<file path="src/rtl/prefetch_queue.sv">
`timescale 1ns/1ps
module prefetch_queue #(
  parameter bit NARROW = 1'b0
) (
  input  logic        clk,
  input  logic        rst_n,
  input  logic        bus_busy,
  output logic        rd_req,
  output logic [19:0] rd_addr,
  input  logic        rd_ack,
  input  logic [7:0]  rd_data,
  input  logic        pop,
  output logic        q_valid,
  output logic [7:0]  q_data,
  input  logic        flush,
  input  logic [15:0] flush_seg,
  input  logic [15:0] flush_off,
  output logic [15:0] exec_off
);
  localparam int DEPTH = NARROW ? 4 : 6;
  localparam int PW = $clog2(DEPTH);
  localparam int CW = $clog2(DEPTH + 1);

  logic [7:0]    store [DEPTH];
  logic [PW-1:0] wr_ptr, rd_ptr;
  logic [CW-1:0] count;
  logic [15:0]   seg, off;
  logic          pending, stale;

  function automatic logic [PW-1:0] bump(input logic [PW-1:0] p);
    return (p == PW'(DEPTH - 1)) ? '0 : p + 1'b1;
  endfunction

  wire full = (count == CW'(DEPTH));
  wire push = rd_ack && pending && !stale && !flush;
  wire take = pop && q_valid && !flush;

  assign q_valid  = (count != '0);
  assign q_data   = store[rd_ptr];
  assign rd_req   = !bus_busy && !pending && !full && !flush;
  assign rd_addr  = {seg, 4'h0} + {4'h0, off};
  assign exec_off = off - 16'(count);

  always_ff @(posedge clk) begin
    if (push) store[wr_ptr] <= rd_data;
  end

  always_ff @(posedge clk) begin
    if (!rst_n) begin
      wr_ptr  <= '0;
      rd_ptr  <= '0;
      count   <= '0;
      seg     <= '0;
      off     <= '0;
      pending <= 1'b0;
      stale   <= 1'b0;
    end else if (flush) begin
      wr_ptr  <= '0;
      rd_ptr  <= '0;
      count   <= '0;
      seg     <= flush_seg;
      off     <= flush_off;
      pending <= pending && !rd_ack;
      stale   <= pending && !rd_ack;
    end else begin
      if (rd_req) pending <= 1'b1;
      else if (rd_ack) begin
        pending <= 1'b0;
        stale   <= 1'b0;
      end
      if (push) begin
        wr_ptr <= bump(wr_ptr);
        off    <= off + 16'd1;
      end
      if (take) rd_ptr <= bump(rd_ptr);
      count <= count + CW'(push) - CW'(take);
    end
  end

  AST_NO_OVERFLOW: assert property (@(posedge clk) disable iff (!rst_n)
    count <= CW'(DEPTH));
  AST_ONE_OUTSTANDING: assert property (@(posedge clk) disable iff (!rst_n)
    rd_req |=> !rd_req);
  AST_FLUSH_EMPTIES: assert property (@(posedge clk) disable iff (!rst_n)
    flush |=> !q_valid && exec_off == $past(flush_off));
  AST_EXEC_HOLD: assert property (@(posedge clk) disable iff (!rst_n)
    !flush && !take |=> exec_off == $past(exec_off));
  AST_PAIR_KEEPS: assert property (@(posedge clk) disable iff (!rst_n)
    push && take |=> $stable(count));
  AST_STALE_DROP: assert property (@(posedge clk) disable iff (!rst_n)
    stale && rd_ack && !take && !flush |=> $stable(count));
endmodule

</file>
<file path="config.mk">
export PLATFORM = sky130hd
export DESIGN_NAME = prefetch_queue
export DESIGN_NICKNAME = d
export VERILOG_FILES = /design/src/rtl/prefetch_queue.sv
export SDC_FILE = /design/constraint.sdc
export NUM_CORES = 1
export LEC_CHECK = 0
export ABC_AREA = 1
export BUFFER_PORTS_ARGS = -buffer_cell sky130_fd_sc_hd__buf_2
export CAP_MARGIN = 40
export CORE_MARGIN = 2
export CORE_UTILIZATION = 55
export DETAILED_ROUTE_END_ITERATION = 7
export GPL_ROUTABILITY_DRIVEN = 0
export GPL_TIMING_DRIVEN = 0
export PLACE_DENSITY_LB_ADDON = 0.15
export SYNTH_ARGS = -nofsm -noshare
export SYNTH_HDL_FRONTEND = slang
export SYNTH_SLANG_ARGS = --single-unit
</file>
<file path="constraint.sdc">
create_clock -name clk -period 2.3 [get_ports clk]
set_clock_uncertainty 0.15 [all_clocks]
set_input_delay 0.345 -clock clk [delete_from_list [all_inputs] [get_ports clk]]
set_output_delay 0.345 -clock clk [all_outputs]
set_load 0.01 [all_outputs]
</file>
-- After elaboration in Yosys (flattened, before gate mapping)
Memories as Yosys holds them, arrays and structs flattened. A register that Yosys moved wholly into a read port is not among the register bits.
Cells that the tools add are included.
Widths: inputs -> output; s select.
- bits in registers: 43
- RAM bits: 48
- input bits: 46
- word-level logic and storage cells: 54
- memories kept: 1
- add/sub/neg operators: 7
- equality and inequality tests: 4
- muxes and demuxes: 13
- bitwise gates (word level): 1
- reductions and logical operators: 21
- memory list (name ; words ; bits a word ; read ports ; clocked after memory_dff ; write ports ; line ; text):
    store ; 6 ; 8 ; 1 ; 1 ; 1 ; 24 ; logic [7:0] store [DEPTH];
- operators by type and width (kind ; number):
    $mux 16 ; 2
    $add 20x16->20 ; 1
    $add 16x1->16 const B ; 1
    $sub 16x3->16 ; 1
    $mux 3 ; 4
    $eq 3x3->1 const B ; 3
    $logic_and 1x1->1 ; 9
    $mux 1 ; 7
    $add 3x1->3 const B ; 2
    $logic_not 1->1 ; 6
    $reduce_bool 3->1 ; 2
    $reduce_bool 2->1 ; 2
    $add 3x1->3 ; 1
    $sub 3x1->3 ; 1
    $ne 2x1->1 const B ; 1
    $reduce_and 2->1 ; 1
    $reduce_or 2->1 ; 1
    $not 1->1 ; 1

-- Logic depth before layout (Yosys ltp)
- depth after elaboration: 6
- mapped depth: 12
- gate-level depth less buffers: 12

-- Worst setup path before layout
OpenSTA, ideal clock, no wires.
- path kind: register to output
- start point: register off[0]
- end point: output port exec_off[14]
- data arrival time: 1.696 ns
- data required time: 1.805 ns
- setup slack: 0.109 ns
- cell stages (with the launch flop): 8
- buffers on the path: 0
- cell sequence: dfxtp_1 > inv_1 > ha_1 > fa_1 > o21ai_1 > nor3_2 > nand3_1 > xor2_1
- word-level cells in the longest chain between the ends: 1
- ends and longest elaborated chain (element ; line ; text):
    start, declared ; 27 ; logic [15:0] seg, off;
    start signal, assigned ; 62 ; off <= flush_off;
    start signal, assigned ; 73 ; off <= off + 16'd1;
    $sub 16x3->16 ; 42 ; assign exec_off = off - 16'(count);
    end, declared ; 18 ; output logic [15:0] exec_off
No other way between the ends.

-- Final worst setup path
- start point: register off[0]
- end point: output port exec_off[8]
Same word-level chain as after synthesis.

==> run metrics <==
RSZ-0062 raised after global routing yes; VDD IR max 442 µV; CORE AREA a little over 0.009 mm²; post-layout util 72.6%; Critical Path, Cell by Cell inv_4 -> ha_4 -> fa_2 -> o21ai_4 -> nor3_4 -> nand2_1 -> xor2_1 -> buf_2; period utilisation layout 111%; H-tree depth 3; area share of the largest cell type after synthesis between 20 and 30%; worst-margin pin slew 0.775 ns; worst setup margin -0.258 ns; Wirelength per Cell around 16 µm; largest net degree at the start of global routing 17; Die X ~100 µm; placed cell count between 800 and 900; Critical path buffers and inverters 2; Seq/Total Area, Yosys between 40% and 50%; Root Buffer clkbuf_8; Starting DRT DRC Count 321; Post-Syn Area per Cell between 7 and 8 µm²; Yosys reg bits 94; initial antenna violation count 0; max incr delay on CP roughly 0.38 ns; DR vias between 4000 and 5000; top post-synthesis cells by count nand2_1 (162), nor2_1 (81), inv_1 (68), edfxtp_1 (48), nand3_1 (47); Mapped Area roughly 0.0051 mm²; post-route cell area 0.00661 mm²; Clock transition at path regs around 0.1 ns; failing checks setup timing; max_cap viols 0; drc violations 0; CP delay by family, top adder cells; pre-CTS WS -0.196 ns; Critical Path AT between 2 and 2.5 ns; dominant cells by area after synthesis edfxtp_1 (28%), dfxtp_1 (18%), nand2_1 (12%); Total Nets Final roughly 850; Tightest Hold Check Type primary input to flop; status finished with violations; Slowest-stage cell, CP dfxtp_2; Initial Util 55.9%; final setup fails 18; fraction of registers with async set/reset 0%; Hold Buf Count CTS 0; Clock Latency Late Sink 0.35 ns; worst-path fanout max 5; WL final ~14 mm; Setup crit end kind output port; top_reg_cell synth edfxtp_1; Placed Area 0.00569 mm²; Yosys top cell by area edfxtp_1; Max Slew Vio Count 0; Remaining Overflow, GRT 0; Leakage 2.86 nW; die area 0.0100 mm²; layout cells sized above 1 31.8%; GRT Util Overall 26.4%; WS Path Type flop to output port; Synth cell types 30; Max Clk Rate roughly 0.39 GHz; Via density about 5.5; min Tclk post-route ~2.6 ns; Area growth syn-to-layout 29.9%; DR pass1 iterations 5; I/O Buffers 91; Ports between 90 and 100; endpoints failing hold 0; Non-Filler Instances ~900; DP HPWL approximately 9.7 mm; first-pass GRT wire length 20.7 mm; CTS tree built; TritonCTS Buffers 9; Gate Count Post-Synth 650; Row Count 35; EDFF count, synth 48; cell with the most instances after synthesis nand2_1; relative slew slack 48.2%; maximum clock path buffer count 2; Worst Path Required ~1.8 ns; clock sink count 94; PwrDens around 580 mW/mm²; vias in the first global route 4390; DRT antenna net count 0; Synthesized Nets about 720; Setup crit start kind flop; ANT cells 0; Syn. warnings 0; Die H 100 µm
-- metal layers --
metal  up-vias  track usage [%]  share of wire (%)
li1       2400                -                  -
met1      2287             32.6                 39
met2       240             48.0                 51
met3        37             3.41                6.4
met4         0             8.01                2.9
met5         -                0                  0
-- logic make-up (layout without fill, tap and decap cells) --
family,Yosys count,in the layout,synth area share [%]
xor+xnor,23,23,3.96
fa+ha+maj,21,21,5.61
compound gates,110,110,11.3
simple gates,309,309,25.2
flops,94,94,46.4
buf+inv,93,229,7.48
-- registers in the layout (all words and copies together) (netlist names), named ones only --
register  count
count         3
off          16
pending       1
rd_ptr        3
seg          16
stale         1
store        48
wr_ptr        3
-- worst min-delay path, delay by kind of cell --
kind | cells | cell delay, ns
buffers and inverters | 1 | 0.07
AND/OR/NAND/NOR | 2 | 0.11
-- cells in the final DEF, fill, tap and decap left out, drive strengths merged, types with 2 or more instances in the layout --
cell type	instances
nand4	4
fa	3
inv	69
a21oi	44
nand2	162
o21ai	49
edfxtp	48
xor2	20
o21a	2
ha	18
nand3	48
clkinvlp	2
bufinv	3
nor3	8
buf	137
a31oi	4
nor2	84
o22ai	9
clkbuf	18
xnor2	3
dfxtp	46
-- power by group --
part | internal, mW | total (mW) | switching, mW
clock network | 0.731 | 1.32 | 0.592
logic | 0.290 | 0.678 | 0.388
registers | 1.80 | 1.85 | 0.0530
-- worst paths after layout --
path | startpoint | endpoint | slack (ns) | cells after the start
setup / recovery | off[0] | exec_off[8] | -0.26 | 8
hold / removal | flush_seg[8] | seg[8] | 0.06 | 3
setup reg to reg | stale | count[2] | 0.10 | 12
hold reg to reg | seg[15] | seg[15] | 0.33 | 2
-- layout make-up --
cell class	count	area (µm²)
inverters	68	262
plain buffers	24	123
well taps	111	139
fillers	710	2500
multi-input cells	463	2730
clock buffers	10	128
clock inverters	6	115
repair buffers	121	698
flip-flops and latches	94	2420
-- stage by stage --
step	hold slack (ns)	power (mW)	setup TNS, ns
5_1_grt	0.0733	3.99	-3.75
6_report	0.0601	3.85	-2.14
3_5_place_dp	0.319	2.39	-1.31
4_1_cts	0.0479	3.76	-2.01
2_1_floorplan	0.289	2.18	0
3_3_place_gp	0.303	2.38	-4.62
-- timing repair --
action / in CTS / in global routing
pin swaps: 12 / 34
gates resized for setup: 62 / 63
gates cloned: 0 / 0
buffers inserted: 8 / 21
endpoints found under the setup margin: 39 / 29
endpoints found under the hold margin: 0 / 0
Power figures use the tool's default switching activity.
